$ cat config.mk
export PLATFORM = sky130hd
export DESIGN_NAME = bridge_pwm
export DESIGN_NICKNAME = d
export VERILOG_FILES = /design/src/rtl/bpwm_pkg.sv /design/src/rtl/bpwm_shadow.sv /design/src/rtl/bpwm_timebase.sv /design/src/rtl/bpwm_outstage.sv /design/src/rtl/bridge_pwm.sv
export SDC_FILE = /design/constraint.sdc
export NUM_CORES = 1
export LEC_CHECK = 0
export ABC_CLOCK_PERIOD_IN_PS = 10000
export BUFFER_PORTS_ARGS = -buffer_cell sky130_fd_sc_hd__buf_4
export CORE_MARGIN = 1.5
export CORE_UTILIZATION = 30
export DETAILED_ROUTE_END_ITERATION = 12
export GPL_TIMING_DRIVEN = 1
export PLACE_DENSITY = 0.5
export SETUP_SLACK_MARGIN = 0.15
export SYNTH_ARGS = -nofsm -noshare
export SYNTH_HDL_FRONTEND = slang
export SYNTH_SLANG_ARGS = --single-unit
$ cat constraint.sdc
create_clock -name clk -period 10 [get_ports clk]
set_clock_uncertainty 0.15 [all_clocks]
set_input_delay 2 -clock clk [delete_from_list [all_inputs] [get_ports clk]]
set_output_delay 2 -clock clk [all_outputs]
set_load 0.05 [all_outputs]
$ cat src/rtl/bpwm_pkg.sv
package bpwm_pkg;

    typedef enum logic [1:0] {
        BR_SINGLE = 2'b00,
        BR_FWD    = 2'b01,
        BR_HALF   = 2'b10,
        BR_REV    = 2'b11
    } br_mode_e;

    // Map the modulated level onto pins {D, C, B, A}, then apply polarity.
    function automatic logic [3:0] steer_pins(input logic lvl, input br_mode_e m,
                                              input logic inv);
        logic [3:0] act;
        unique case (m)
            BR_SINGLE: act = {3'b000, lvl};
            BR_HALF:   act = {2'b00, ~lvl, lvl};
            BR_FWD:    act = {lvl, 2'b00, 1'b1};
            BR_REV:    act = {1'b0, 1'b1, lvl, 1'b0};
            default:   act = 4'b0000;
        endcase
        return inv ? ~act : act;
    endfunction

endpackage

$ cat src/rtl/bpwm_shadow.sv
module bpwm_shadow #(
    parameter int TMR_W  = 8,
    parameter int DUTY_W = 10
) (
    input  logic              clk,
    input  logic              rst_n,
    input  logic              load,
    input  logic [TMR_W-1:0]  per_i,
    input  logic [DUTY_W-1:0] duty_i,
    input  logic [1:0]        presc_i,
    input  logic [1:0]        mode_i,
    input  logic              inv_i,
    output logic [TMR_W-1:0]  per_q,
    output logic [1:0]        presc_q,
    output logic [DUTY_W-1:0] duty_d,
    output logic [DUTY_W-1:0] duty_q,
    output logic [1:0]        mode_d,
    output logic [1:0]        mode_q,
    output logic              inv_d,
    output logic              inv_q
);

    typedef struct packed {
        logic [TMR_W-1:0]  per;
        logic [DUTY_W-1:0] duty;
        logic [1:0]        presc;
        logic [1:0]        mode;
        logic              inv;
    } cfg_t;

    cfg_t cfg_d, cfg_q;

    always_comb begin
        cfg_d = cfg_q;
        if (load) begin
            cfg_d.per   = per_i;
            cfg_d.duty  = duty_i;
            cfg_d.presc = presc_i;
            cfg_d.mode  = mode_i;
            cfg_d.inv   = inv_i;
        end
    end

    always_ff @(posedge clk or negedge rst_n) begin
        if (!rst_n) cfg_q <= '0;
        else        cfg_q <= cfg_d;
    end

    assign per_q   = cfg_q.per;
    assign presc_q = cfg_q.presc;
    assign duty_d  = cfg_d.duty;
    assign duty_q  = cfg_q.duty;
    assign mode_d  = cfg_d.mode;
    assign mode_q  = cfg_q.mode;
    assign inv_d   = cfg_d.inv;
    assign inv_q   = cfg_q.inv;

    AST_HOLD_MIDPERIOD: assert property (@(posedge clk) disable iff (!rst_n)
        !load |=> ($stable(cfg_q.per) && $stable(cfg_q.duty) && $stable(cfg_q.presc)
                   && $stable(cfg_q.mode) && $stable(cfg_q.inv)));

endmodule

$ cat src/rtl/bpwm_timebase.sv
module bpwm_timebase #(
    parameter int TMR_W     = 8,
    parameter int SUB_W     = 2,
    parameter int PRESC_MID = 4,
    parameter int PRESC_MAX = 16
) (
    input  logic                   clk,
    input  logic                   rst_n,
    input  logic [TMR_W-1:0]       per_q,
    input  logic [1:0]             presc_q,
    output logic                   wrap_o,
    output logic [TMR_W+SUB_W-1:0] cnt_d_o,
    output logic [TMR_W+SUB_W-1:0] cnt_q_o
);

    localparam int PRE_W = (PRESC_MAX > 1) ? $clog2(PRESC_MAX) : 1;
    localparam logic [PRE_W-1:0] LAST_MID = PRE_W'(PRESC_MID - 1);
    localparam logic [PRE_W-1:0] LAST_MAX = PRE_W'(PRESC_MAX - 1);
    localparam logic [SUB_W-1:0] SUB_LAST = {SUB_W{1'b1}};

    typedef struct packed {
        logic [PRE_W-1:0] pre;
        logic [TMR_W-1:0] tmr;
        logic [SUB_W-1:0] sub;
    } tb_t;

    tb_t tb_d, tb_q;
    logic [PRE_W-1:0] pre_last;
    logic tick;
    logic wrap;

    always_comb begin
        unique case (presc_q)
            2'b00:   pre_last = '0;
            2'b01:   pre_last = LAST_MID;
            default: pre_last = LAST_MAX;
        endcase
        tick = (tb_q.pre == pre_last);
        wrap = 1'b0;
        tb_d = tb_q;
        if (tick) begin
            tb_d.pre = '0;
            if (tb_q.sub == SUB_LAST) begin
                tb_d.sub = '0;
                if (tb_q.tmr == per_q) begin
                    tb_d.tmr = '0;
                    wrap     = 1'b1;
                end else begin
                    tb_d.tmr = tb_q.tmr + 1'b1;
                end
            end else begin
                tb_d.sub = tb_q.sub + 1'b1;
            end
        end else begin
            tb_d.pre = tb_q.pre + 1'b1;
        end
    end

    always_ff @(posedge clk or negedge rst_n) begin
        if (!rst_n) tb_q <= '0;
        else        tb_q <= tb_d;
    end

    assign wrap_o  = wrap;
    assign cnt_d_o = {tb_d.tmr, tb_d.sub};
    assign cnt_q_o = {tb_q.tmr, tb_q.sub};

    AST_TMR_WITHIN_PERIOD: assert property (@(posedge clk) disable iff (!rst_n)
        tb_q.tmr <= per_q);
    AST_SUB_ONLY_ON_TICK: assert property (@(posedge clk) disable iff (!rst_n)
        !tick |=> $stable(tb_q.sub));
    AST_WRAP_CLEARS_COUNT: assert property (@(posedge clk) disable iff (!rst_n)
        wrap |=> (tb_q.tmr == '0 && tb_q.sub == '0 && tb_q.pre == '0));

endmodule

$ cat src/rtl/bpwm_outstage.sv
module bpwm_outstage
    import bpwm_pkg::*;
#(
    parameter int DUTY_W = 10
) (
    input  logic              clk,
    input  logic              rst_n,
    input  logic [DUTY_W-1:0] cnt_d,
    input  logic [DUTY_W-1:0] cnt_q,
    input  logic [DUTY_W-1:0] duty_d,
    input  logic [DUTY_W-1:0] duty_q,
    input  logic [1:0]        mode_d,
    input  logic [1:0]        mode_q,
    input  logic              inv_d,
    input  logic              inv_q,
    output logic [3:0]        pins_o
);

    typedef struct packed {
        logic       lvl;
        logic [3:0] pins;
    } os_t;

    os_t os_d, os_q;

    always_comb begin
        os_d.lvl  = (cnt_d < duty_d);
        os_d.pins = steer_pins(os_d.lvl, br_mode_e'(mode_d), inv_d);
    end

    always_ff @(posedge clk or negedge rst_n) begin
        if (!rst_n) os_q <= '0;
        else        os_q <= os_d;
    end

    assign pins_o = os_q.pins;

    AST_ZERO_DUTY_IDLE: assert property (@(posedge clk) disable iff (!rst_n)
        (duty_q == '0) |-> !os_q.lvl);
    AST_RISE_AT_START: assert property (@(posedge clk) disable iff (!rst_n)
        $rose(os_q.lvl) |-> (cnt_q == '0));
    AST_SINGLE_QUIET: assert property (@(posedge clk) disable iff (!rst_n)
        (mode_q == BR_SINGLE) |-> (os_q.pins[3:1] == {3{inv_q}}));
    AST_HALF_COMPL: assert property (@(posedge clk) disable iff (!rst_n)
        (mode_q == BR_HALF) |-> (os_q.pins[0] != os_q.pins[1]
                                 && os_q.pins[3:2] == {2{inv_q}}));
    AST_FWD_PATTERN: assert property (@(posedge clk) disable iff (!rst_n)
        (mode_q == BR_FWD) |-> (os_q.pins[0] != inv_q
                                && os_q.pins[2:1] == {2{inv_q}}));
    AST_REV_PATTERN: assert property (@(posedge clk) disable iff (!rst_n)
        (mode_q == BR_REV) |-> (os_q.pins[2] != inv_q
                                && os_q.pins[0] == inv_q && os_q.pins[3] == inv_q));

endmodule

$ cat src/rtl/bridge_pwm.sv
module bridge_pwm #(
    parameter int TMR_W     = 8,
    parameter int SUB_W     = 2,
    parameter int PRESC_MID = 4,
    parameter int PRESC_MAX = 16
) (
    input  logic                   clk,
    input  logic                   rst_n,
    input  logic [TMR_W-1:0]       period_i,
    input  logic [TMR_W+SUB_W-1:0] duty_i,
    input  logic [1:0]             presc_i,
    input  logic [1:0]             mode_i,
    input  logic                   invert_i,
    output logic [3:0]             pins_o
);

    localparam int DUTY_W = TMR_W + SUB_W;

    logic              wrap;
    logic [TMR_W-1:0]  per_q;
    logic [1:0]        presc_q;
    logic [DUTY_W-1:0] duty_d, duty_q;
    logic [1:0]        mode_d, mode_q;
    logic              inv_d, inv_q;
    logic [DUTY_W-1:0] cnt_d, cnt_q;

    bpwm_shadow #(.TMR_W(TMR_W), .DUTY_W(DUTY_W)) u_shadow (
        .clk     (clk),
        .rst_n   (rst_n),
        .load    (wrap),
        .per_i   (period_i),
        .duty_i  (duty_i),
        .presc_i (presc_i),
        .mode_i  (mode_i),
        .inv_i   (invert_i),
        .per_q   (per_q),
        .presc_q (presc_q),
        .duty_d  (duty_d),
        .duty_q  (duty_q),
        .mode_d  (mode_d),
        .mode_q  (mode_q),
        .inv_d   (inv_d),
        .inv_q   (inv_q)
    );

    bpwm_timebase #(
        .TMR_W(TMR_W), .SUB_W(SUB_W), .PRESC_MID(PRESC_MID), .PRESC_MAX(PRESC_MAX)
    ) u_timebase (
        .clk     (clk),
        .rst_n   (rst_n),
        .per_q   (per_q),
        .presc_q (presc_q),
        .wrap_o  (wrap),
        .cnt_d_o (cnt_d),
        .cnt_q_o (cnt_q)
    );

    bpwm_outstage #(.DUTY_W(DUTY_W)) u_outstage (
        .clk    (clk),
        .rst_n  (rst_n),
        .cnt_d  (cnt_d),
        .cnt_q  (cnt_q),
        .duty_d (duty_d),
        .duty_q (duty_q),
        .mode_d (mode_d),
        .mode_q (mode_q),
        .inv_d  (inv_d),
        .inv_q  (inv_q),
        .pins_o (pins_o)
    );

    AST_RESET_PINS_LOW: assert property (@(posedge clk) disable iff (!rst_n)
        $rose(rst_n) |-> (pins_o == 4'b0000));

endmodule

==> results of run 1 <==
[cell families after synthesis]
family | share of synthesized area
AOI/OAI and AO/OA | 0.08672
xor gates and xnor gates | 0.06888
adders and majority gates | 0.07380
buffers and inverters | 0.03136
DFF | 0.5043
muxes | 0.1439
and+or+nand+nor | 0.09103
[critical path: stages, from the launching register on]
cell and delay, ns:
dfrtp_1 0.42, or3_4 0.41, a21boi_4 0.22, o21ai_0 0.41
nor2_1 0.36, nand4_1 0.12, o21ai_0 0.31, ha_1 0.30
a21oi_1 0.14, o21ai_0 0.14, a211o_1 0.31, o32ai_2 0.31
mux2i_1 0.26, xnor2_1 0.15
[flip-flops by register name, summed over array words and instances (netlist names)]
name	flops
u_outstage.pins_o	4
u_shadow.duty_q	10
u_shadow.inv_q	1
u_shadow.mode_q	2
u_shadow.per_q	8
u_shadow.presc_q	2
u_timebase.cnt_q_o	10
u_timebase.tb_q	4
[cell type report]
class                           instances  area [um2]
Fill cell                             658        4005
Sequential cell                        41        1026
Clock inverter                          1       30.03
Timing Repair Buffer                   29       217.7
Inverter                               14       52.55
Multi-Input combinational cell        118       944.7
Clock buffer                            7       86.33
Tap cell                               77       96.34
[how the worst max path moves through the flow]
stage / startpoint / endpoint / slack, ns / cells after the start
after global routing: u_timebase.cnt_q_o[2] / u_outstage.pins_o[1] / 5.52 / 12
after detailed placement: duty_i[7] / u_outstage.pins_o[1] / 5.82 / 10
after floorplan: duty_i[5] / u_outstage.pins_o[1] / 6.07 / 9
after global placement: duty_i[7] / u_outstage.pins_o[1] / 5.87 / 10
final: u_timebase.tb_q[10] / u_outstage.pins_o[1] / 5.90 / 13
after CTS: u_timebase.cnt_q_o[2] / u_outstage.pins_o[1] / 5.85 / 12
[through the flow]
step                      setup slack (ns)  total power, uW  hold WS, ns
final                                5.896            435.8       0.3417
after CTS                            5.845            443.0       0.3474
after floorplan                      6.073            273.3       0.3073
after detailed placement             5.816            302.6       0.3283
after global placement               5.871            301.3       0.3285
after global routing                 5.516            462.0       0.3741
[placed cells by master (no fill, tap or decap), drive strengths merged, types with 2 or more instances in the layout]
cell type / Yosys / layout
a21oi: 7 / 7
and2: 3 / 3
buf: 0 / 29
clkbuf: 3 / 7
dfrtp: 41 / 41
ha: 12 / 12
inv: 14 / 14
mux2: 15 / 15
mux2i: 12 / 12
nand2: 8 / 8
nand3: 6 / 6
nor2: 10 / 10
nor3: 6 / 6
nor4: 2 / 2
o21ai: 9 / 9
xnor2: 6 / 6
xor2: 10 / 10
[where the power goes]
group / internal [uW] / leakage, uW / switching, uW
clock: 81.4 / 0.0000585 / 57.5
combinational: 45.1 / 0.000678 / 43.7
sequential: 188 / 0.000496 / 20.2
total: 314 / 0.00123 / 121
[routing by layer]
metal | up-vias | GRT usage
met5 | - | 0
met4 | 0 | 0.03519
met3 | 6 | 0.04086
met2 | 23 | 0.1847
met1 | 615 | 0.1477
li1 | 676 | -
==> metrics.yaml, run 1 <==
synth_area_leaders: "dfrtp_1 50%, mux2_2 7.7%, ha_1 7.4%, mux2i_1 5.9%, xor2_1 4.3%"
io_pins: 29
timing.rr.end: "u_outstage.pins_o[1]"
cts_tree: "built"
clock_sinks: 41
met3_length_um: 188
drcViolationCount: 1
ys_types: 30
setup_tns_ns: 0
relSlewSlack: 0.2700
holdCritStartpoint: "u_shadow.duty_q[9]"
areaGrowthSynthToFinish_pct: 20.60
hp-class: "reg2reg"
drtPass1Iterations: 8
die_x_um: 85.35
avgSynthCellArea_um2: 11.56
finalInstanceArea_um2: 2454
viasPerCell: 4.599
yosysMostFrequentCell: "dfrtp_1"
numCtsBuffers: 5
worstMarginPinSlew_ns: 1.084
grt_max_degree: 42
synth_top_area_share: 0.5043
post-cts-setup-buffers: 0
cts_hold_buf: 0
critPathArrivalTime_ns: 4.17
min_period_ns: 4.104
holdPathStages: 2
cts-resized-gates: 0
maxCapViolations: 0
rsz0062_at_grt: "false"
p_leak_uw: 0.001232
critPathMaxFanout: 11
die_h_um: 85.35
synth_edf_count: 0
stdcell_count: 287
antenna_found_initial: 0
finalMaxSlewViolations: 0
clockBufferDepth: 2
end_kind: "flop"
synth.ff_latch_count: 41
core_area_um2: 6459
start_kind: "flop"
rr_startpoint: "u_timebase.tb_q[10]"
ys_seq_area_frac: 0.5043
final_nets: 246
place_hpwl_mm: 2.721
clock_latency_ns: 0.30
top_layer: "met4"
synth_common_cells: "41 x dfrtp_1, 14 x inv_1, 14 x mux2_2"
drive_gt1_frac: 0.2667
wl_per_cell_um: 12.79
reg2reg_slack_ns: 5.90
met1_length_mm: 1.787
async_flop_share: 1.000
status: "finished, violations left"
drt_wl_total_mm: 3.670
cellPowerDensity_nw_per_um2: 177.6
wl_met2_mm: 1.649
rows: 29
globalplace.congestion: 0.7503
clockRootBuffer: "clkbuf_8"
finalHoldViolCount: 0
min_to: "u_shadow.duty_q[9]"
clock.fmax_mhz: 243.7
dieArea_um2: 7285
synth_fp_nets: 213
final_util: 0.3799
port_buffers: 28
ant_nets: 0
worstPathRequired_ns: 10.07
cts-htree-levels: 2
synth_top_area_cell: "dfrtp_1"
grt_pass1_wl_mm: 6.520
syn_inst: 176
drt-initial-drc-count: 55
track_usage: 0.1156
timing.final.crit_share: 0.4104
worst_r2r_path_depth: 13
finalSetupViolCount: 0
placed_cells: 279
yosysWarnings: 0
grt_pass1_vias: 1406
violations: "design-rule violations"
antenna_cells: 0
vias: 1320
grt-ovfl-total: 0
synth_ff_type: "dfrtp_1"
crit_type: "reg2reg"
peakVddDrop_mv: 0.08799
initial_utilization: 0.3150
placed_area_um2: 2337
cts.clk_slew.worst_paths_ns: 0.08
syn_area_um2: 2034
Power figures use the tool's default switching activity.
==> run 2, diff against run 1 <==
--- a/config.mk
+++ b/config.mk
@@ -5,13 +5,13 @@
 export SDC_FILE = /design/constraint.sdc
 export NUM_CORES = 1
 export LEC_CHECK = 0
-export ABC_CLOCK_PERIOD_IN_PS = 10000
+export ABC_CLOCK_PERIOD_IN_PS = 3300
 export BUFFER_PORTS_ARGS = -buffer_cell sky130_fd_sc_hd__buf_4
 export CORE_MARGIN = 1.5
 export CORE_UTILIZATION = 30
 export DETAILED_ROUTE_END_ITERATION = 12
 export GPL_TIMING_DRIVEN = 1
-export PLACE_DENSITY = 0.5
+export PLACE_DENSITY = 0.52
 export SETUP_SLACK_MARGIN = 0.15
 export SYNTH_ARGS = -nofsm -noshare
 export SYNTH_HDL_FRONTEND = slang
==> constraint.sdc (replaced) <==
create_clock -name clk -period 3.3 [get_ports clk]
set_clock_uncertainty 0.15 [all_clocks]
set_input_delay 0.66 -clock clk [delete_from_list [all_inputs] [get_ports clk]]
set_output_delay 0.66 -clock clk [all_outputs]
set_load 0.05 [all_outputs]
==> metrics.yaml, run 2 (synthesis results as in run 1) <==
critPathArrivalTime_ns: 3.45  # -0.72 ns
place_hpwl_mm: 3.079  # +13%
crit_chain: "xor2_1, nor4_2, buf_4, o2111ai_4, buf_12, buf_16, buf_6, mux2i_2, ha_1, o211ai_1, nor2_1, o21a_1, o32ai_4, mux2i_1, xnor2_1"
setup_ws_ns: -0.07990  # -5.976 ns
top_usage_layer: "met2"
die_x_um: 85.35  # unchanged
peakVddDrop_mv: 0.1835  # +110%
nFillCells: 606  # -7.9%
rsz0062_at_grt: "true"
worstMarginPinSlew_ns: 0.5368  # -0.5468 ns
cts.clk_slew.worst_paths_ns: 0.08  # about the same
drt_wl_total_mm: 4.355  # +19%
crit_start: "u_shadow.per_q[5]"
met2_usage: 0.2107  # +0.02597
areaGrowthSynthToFinish_pct: 47.23
status: "finished, violations left"
p_leak_uw: 0.001450  # +18%
drive_gt1_frac: 0.5020  # +0.2353
use_met3: 0.03891  # -0.001946
ant_nets: 0  # unchanged
clock.fmax_mhz: 295.9  # +21%
multi_input_area_um2: 1122  # +19%
violations: "design-rule violations, negative setup slack"
viasPerCell: 4.561  # -0.84%
drtPass1Iterations: 8  # unchanged
dieArea_um2: 7285  # unchanged
drcViolationCount: 3  # +2
rows: 29  # unchanged
initial_utilization: 0.3150  # unchanged
clockBufferDepth: 2  # unchanged
min_period_ns: 3.380  # -0.7242 ns
clockRootBuffer: "clkbuf_8"
clock_sinks: 41  # unchanged
drt-initial-drc-count: 77  # +40%
antenna_found_initial: 0  # unchanged
final_nets: 290  # +18%
wl_per_cell_um: 13.20  # +3.2%
numCtsBuffers: 5  # unchanged
cts-htree-levels: 2  # unchanged
finalHoldViolCount: 0  # unchanged
maxCapViolations: 0  # unchanged
cpPeakStageDelay_ns: 0.39  # -0.03 ns
antenna_cells: 0  # unchanged
fin_hold_ws_ns: 0.1834  # -0.1583 ns
grt_max_degree: 42  # unchanged
finalSetupViolCount: 1  # +1
core_area_um2: 6459  # unchanged
worstPathRequired_ns: 3.37  # -6.70 ns
grt_pass1_vias: 1531  # +8.9%
finalMaxSlewViolations: 0  # unchanged
mostFrequentLayoutCell: "buf_4"
die_h_um: 85.35  # unchanged
grt-ovfl-total: 0  # unchanged
vias: 1505  # +14%
rr_startpoint: "u_shadow.per_q[5]"
globalplace.congestion: 0.8492  # +13%
timing.final.crit_share: 1.024  # +0.6138
crit_type: "reg2reg"
cts_tree: "built"
grt_pass1_wl_mm: 7.293  # +12%
end_kind: "flop"
relSlewSlack: 0.6422  # +0.3722
setup_tns_ns: -0.07990  # -0.07990 ns
final_cell_mix: "66 x buf_4, 41 x dfrtp_1, 13 x inv_1, 12 x mux2_2, 10 x xor2_1"
start_kind: "flop"
cp_slowest_cell: "dfrtp_1"
io_pins: 29  # unchanged
hp-class: "in2async"
clock_latency_ns: 0.30  # about the same
critPathMaxFanout: 6  # -5
track_usage: 0.1316  # +0.01592
port_buffers: 28  # unchanged
global_route.usage.met1: 0.1709  # +0.02311
ff_latch_area_um2: 1026  # unchanged
cellPowerDensity_nw_per_um2: 472.1  # +170%
run 2: cell count changes in the layout (fill, tap and decap cells not counted), moves of 4 or more:
| cell | change |
|---|---|
| mux2i_2 | +4 |
| a21oi_1 | -4 |
| o21ai_2 | +4 |
| a21oi_2 | +4 |
| o21ai_0 | -7 |
| buf_4 | +37 |
| mux2i_1 | -6 |
| ha_1 | -5 |
run 2: worst max-delay path, delay by kind of cell (launching register included):
family,cells,cell delay (ns)
buf+inv,4,0.60
flops,1,0.39
fa+ha+maj,1,0.26
simple gates,2,0.34
xor+xnor,2,0.31
compound gates,4,0.80
mux,2,0.45
run 2: layout make-up:
type	instances	share of cell area
Timing Repair Buffer	73	0.2043
Sequential cell	41	0.3425
Tap cell	77	0.03216
Inverter	14	0.01754
Multi-Input combinational cell	118	0.3747
Clock buffer	7	0.02882
run 2: stage by stage:
| stage | setup slack, ns | total power (uW) | util | area (um2) | cells |
|---|---|---|---|---|---|
| finish | -0.07990 | 1414 | 0.4638 | 2995 | 330 |
| global route | -0.2372 | 1516 | 0.4638 | 2995 | 330 |
| CTS | -0.07341 | 1429 | 0.4522 | 2920 | 328 |
| detailed placement | -0.3566 | 1060 | 0.4093 | 2644 | 313 |
| global placement | -0.2692 | 1054 | 0.4093 | 2644 | 313 |
| floorplan | -0.01559 | 838.3 | - | 2103 | 176 |
run 2: layer usage:
metal / up-vias / part of all wire / routed length, um
met4: 0 / 0.014 / 63
met3: 6 / 0.039 / 172
met1: 705 / 0.46 / 2022
met5: - / 0 / 0
li1: 770 / - / -
met2: 24 / 0.48 / 2096
run 2: report_power, final:
group / switching [uW] / internal, uW
logic: 227 / 235
registers: 45.0 / 575
clock network: 168 / 166
run 2: final timing paths:
check                                        end  slack (ns)  depth (start not counted)
setup / recovery            u_outstage.pins_o[1]       -0.08                         15
hold / removal                u_shadow.duty_q[8]        0.18                          1
setup reg to reg            u_outstage.pins_o[1]       -0.08                         15
hold reg to reg               u_shadow.duty_q[3]        0.35                          2
max in group asynchronous  u_timebase.cnt_q_o[5]        2.43                          1
min in group clk              u_shadow.duty_q[3]        0.35                          2
run 2: timing repair:
item / CTS / global route
endpoints found under the setup margin: 3 / 3
setup buffers: 7 / 2
resized for setup: 18 / 15
cloned: 1 / 0
endpoints found under the hold margin: 0 / 0
hold buffers: 0 / 0
pin swaps: 6 / 5
==> run 3, diff against run 2 <==
--- a/config.mk
+++ b/config.mk
@@ -7,11 +7,12 @@
 export LEC_CHECK = 0
 export ABC_CLOCK_PERIOD_IN_PS = 3300
 export BUFFER_PORTS_ARGS = -buffer_cell sky130_fd_sc_hd__buf_4
+export CORE_ASPECT_RATIO = 0.5
 export CORE_MARGIN = 1.5
-export CORE_UTILIZATION = 30
+export CORE_UTILIZATION = 25
 export DETAILED_ROUTE_END_ITERATION = 12
 export GPL_TIMING_DRIVEN = 1
-export PLACE_DENSITY = 0.52
+export PLACE_DENSITY = 0.46
 export SETUP_SLACK_MARGIN = 0.15
 export SYNTH_ARGS = -nofsm -noshare
 export SYNTH_HDL_FRONTEND = slang
==> metrics.yaml, run 3 (synthesis results as in run 1) <==
place_hpwl_mm: 3.496  # +14%
ant_nets: 0  # unchanged
port_buffers: 28  # unchanged
drive_gt1_frac: 0.5117  # +0.009742
violations: "negative setup slack"
io_pins: 29  # unchanged
total_power_uw: 1741  # +23%
cts.clk_slew.worst_paths_ns: 0.06  # -0.02 ns
die_x_um: 130.6  # +53%
drtPass1Iterations: 4  # -4
viasPerCell: 4.190  # -8.1%
antenna_cells: 0  # unchanged
final_nets: 292  # +0.69%
worstPathRequired_ns: 3.36  # about the same
setup_ws_ns: -0.05962  # +0.02028 ns
relSlewSlack: 0.6378  # -0.004346
peakVddDrop_mv: 0.2323  # +27%
cts-htree-levels: 2  # unchanged
core_area_um2: 7943  # +23%
antenna_found_initial: 0  # unchanged
grt_max_degree: 42  # unchanged
finalMaxSlewViolations: 0  # unchanged
vias: 1542  # +2.5%
wl_per_cell_um: 12.91  # -2.2%
end_kind: "flop"
reg2reg_slack_ns: -0.06  # +0.02 ns
globalplace.congestion: 0.7953  # -6.3%
dieArea_um2: 8721  # +20%
hp-class: "in2async"
nFillCells: 801  # +32%
finalSetupViolCount: 1  # unchanged
clockBufferDepth: 2  # unchanged
timing.final.crit_share: 1.018  # -0.006146
initial_utilization: 0.2561  # -0.05885
cts_tree: "built"
min_period_ns: 3.360  # -0.02028 ns
die_h_um: 66.79  # -22%
critPathMaxFanout: 7  # +1
finalHoldViolCount: 0  # unchanged
final_cell_mix: "71 x buf_4, 41 x dfrtp_1, 12 x inv_1, 12 x mux2_2, 10 x xor2_1"
drt_wl_total_mm: 4.752  # +9.1%
drcViolationCount: 0  # -3
grt_pass1_vias: 1568  # +2.4%
cts_hold_buf: 0  # unchanged
drt-initial-drc-count: 40  # -48%
mostFrequentLayoutCell: "buf_4"
clockRootBuffer: "clkbuf_16"
worstMarginPinSlew_ns: 0.5433  # +0.006519 ns
cellPowerDensity_nw_per_um2: 550.9  # +17%
grt_pass1_wl_mm: 7.852  # +7.7%
clock_sinks: 41  # unchanged
clock.fmax_mhz: 297.7  # +0.60%
maxCapViolations: 0  # unchanged
start_kind: "flop"
critPathArrivalTime_ns: 3.42  # -0.03 ns
track_usage: 0.1206  # -0.01093
p_leak_uw: 0.001510  # +4.1%
areaGrowthSynthToFinish_pct: 55.35
status: "finished, violations left"
clock_latency_ns: 0.28  # -0.02 ns
grt-ovfl-total: 0  # unchanged
rows: 23  # -21%
fin_hold_ws_ns: 0.2148  # +0.03147 ns
numCtsBuffers: 5  # unchanged
stdcell_count: 368  # +12%
crit_type: "reg2reg"
placed_cells: 352  # +12%
rsz0062_at_grt: "true"
[run 3: cell types whose count changed in the layout (fill, tap and decap cells not counted), moves of 2 or more]
| cell | previous run | this run |
|---|---|---|
| a21oi_1 | 3 | 5 |
| and2_4 | 0 | 2 |
| a21oi_2 | 4 | 1 |
| buf_12 | 2 | 0 |
| clkbuf_16 | 0 | 5 |
| buf_4 | 66 | 71 |
| ha_2 | 2 | 0 |
| mux2i_4 | 2 | 5 |
| clkbuf_8 | 6 | 0 |
| mux2i_2 | 4 | 0 |
| o21ai_2 | 4 | 2 |
| bufinv_16 | 0 | 2 |
| and2_1 | 3 | 1 |
[run 3: timing repair]
action	in CTS	in global routing
setup buffers	7	1
pin swaps	12	4
endpoints found under the hold margin	0	0
gates resized for setup	18	18
endpoints found under the setup margin	3	3
[run 3: metrics by stage]
| step | util | setup WS, ns | TNS (ns) | area (um2) |
|---|---|---|---|---|
| after floorplan | - | -0.01559 | -0.01559 | 2103 |
| after global placement | 0.3422 | -0.1618 | -0.3821 | 2718 |
| after detailed placement | 0.3422 | -0.2625 | -0.6143 | 2718 |
| after CTS | 0.3836 | -0.06226 | -0.06289 | 3047 |
| after global routing | 0.3979 | -0.2358 | -0.5654 | 3161 |
| final | 0.3979 | -0.05962 | -0.05962 | 3161 |
[run 3: routing by layer]
layer	global-route usage	wire, um
met5	0	0
met1	0.1764	2545
met3	0.03454	180
met4	0.03297	43
met2	0.1711	1983
[run 3: worst max-delay path, cell delays in order (launching register included)]
cell and delay (ns):
dfrtp_1 0.37, or3_4 0.40, a21boi_4 0.20, buf_6 0.13, o2111ai_4 0.23, buf_6 0.23
and2_1 0.18, ha_4 0.26, a21oi_1 0.11, o21ai_1 0.09, a211o_1 0.26, o32ai_4 0.27
mux2i_1 0.25, xnor2_1 0.13
[run 3: worst paths after layout]
path,start,to,depth (start not counted)
worst max-delay path,u_timebase.tb_q[10],u_outstage.pins_o[1],13
worst min-delay path,rst_n,u_shadow.per_q[6],1
worst max register to register,u_timebase.tb_q[10],u_outstage.pins_o[1],13
worst min register to register,u_shadow.duty_q[3],u_shadow.duty_q[3],2
max in group asynchronous,rst_n,u_outstage.pins_o[2],1
min in group clk,u_shadow.duty_q[3],u_shadow.duty_q[3],2
[run 3: power by group]
| group | switching [uW] | leakage, uW | internal (uW) |
|---|---|---|---|
| clock network | 195 | 0.0000938 | 432 |
| logic | 236 | 0.000920 | 256 |
| registers | 46.5 | 0.000496 | 575 |
[run 3: final cells by class]
cell class / count / area (um2) / area share
inverter: 14 / 55.05 / 0.01742
multi-input combinational: 118 / 1171 / 0.3705
clock buffer: 5 / 125.1 / 0.03959
tap: 112 / 140.1 / 0.04434
clock inverter: 3 / 65.06 / 0.02059
sequential: 41 / 1026 / 0.3246
timing repair buffer: 75 / 578.1 / 0.1829
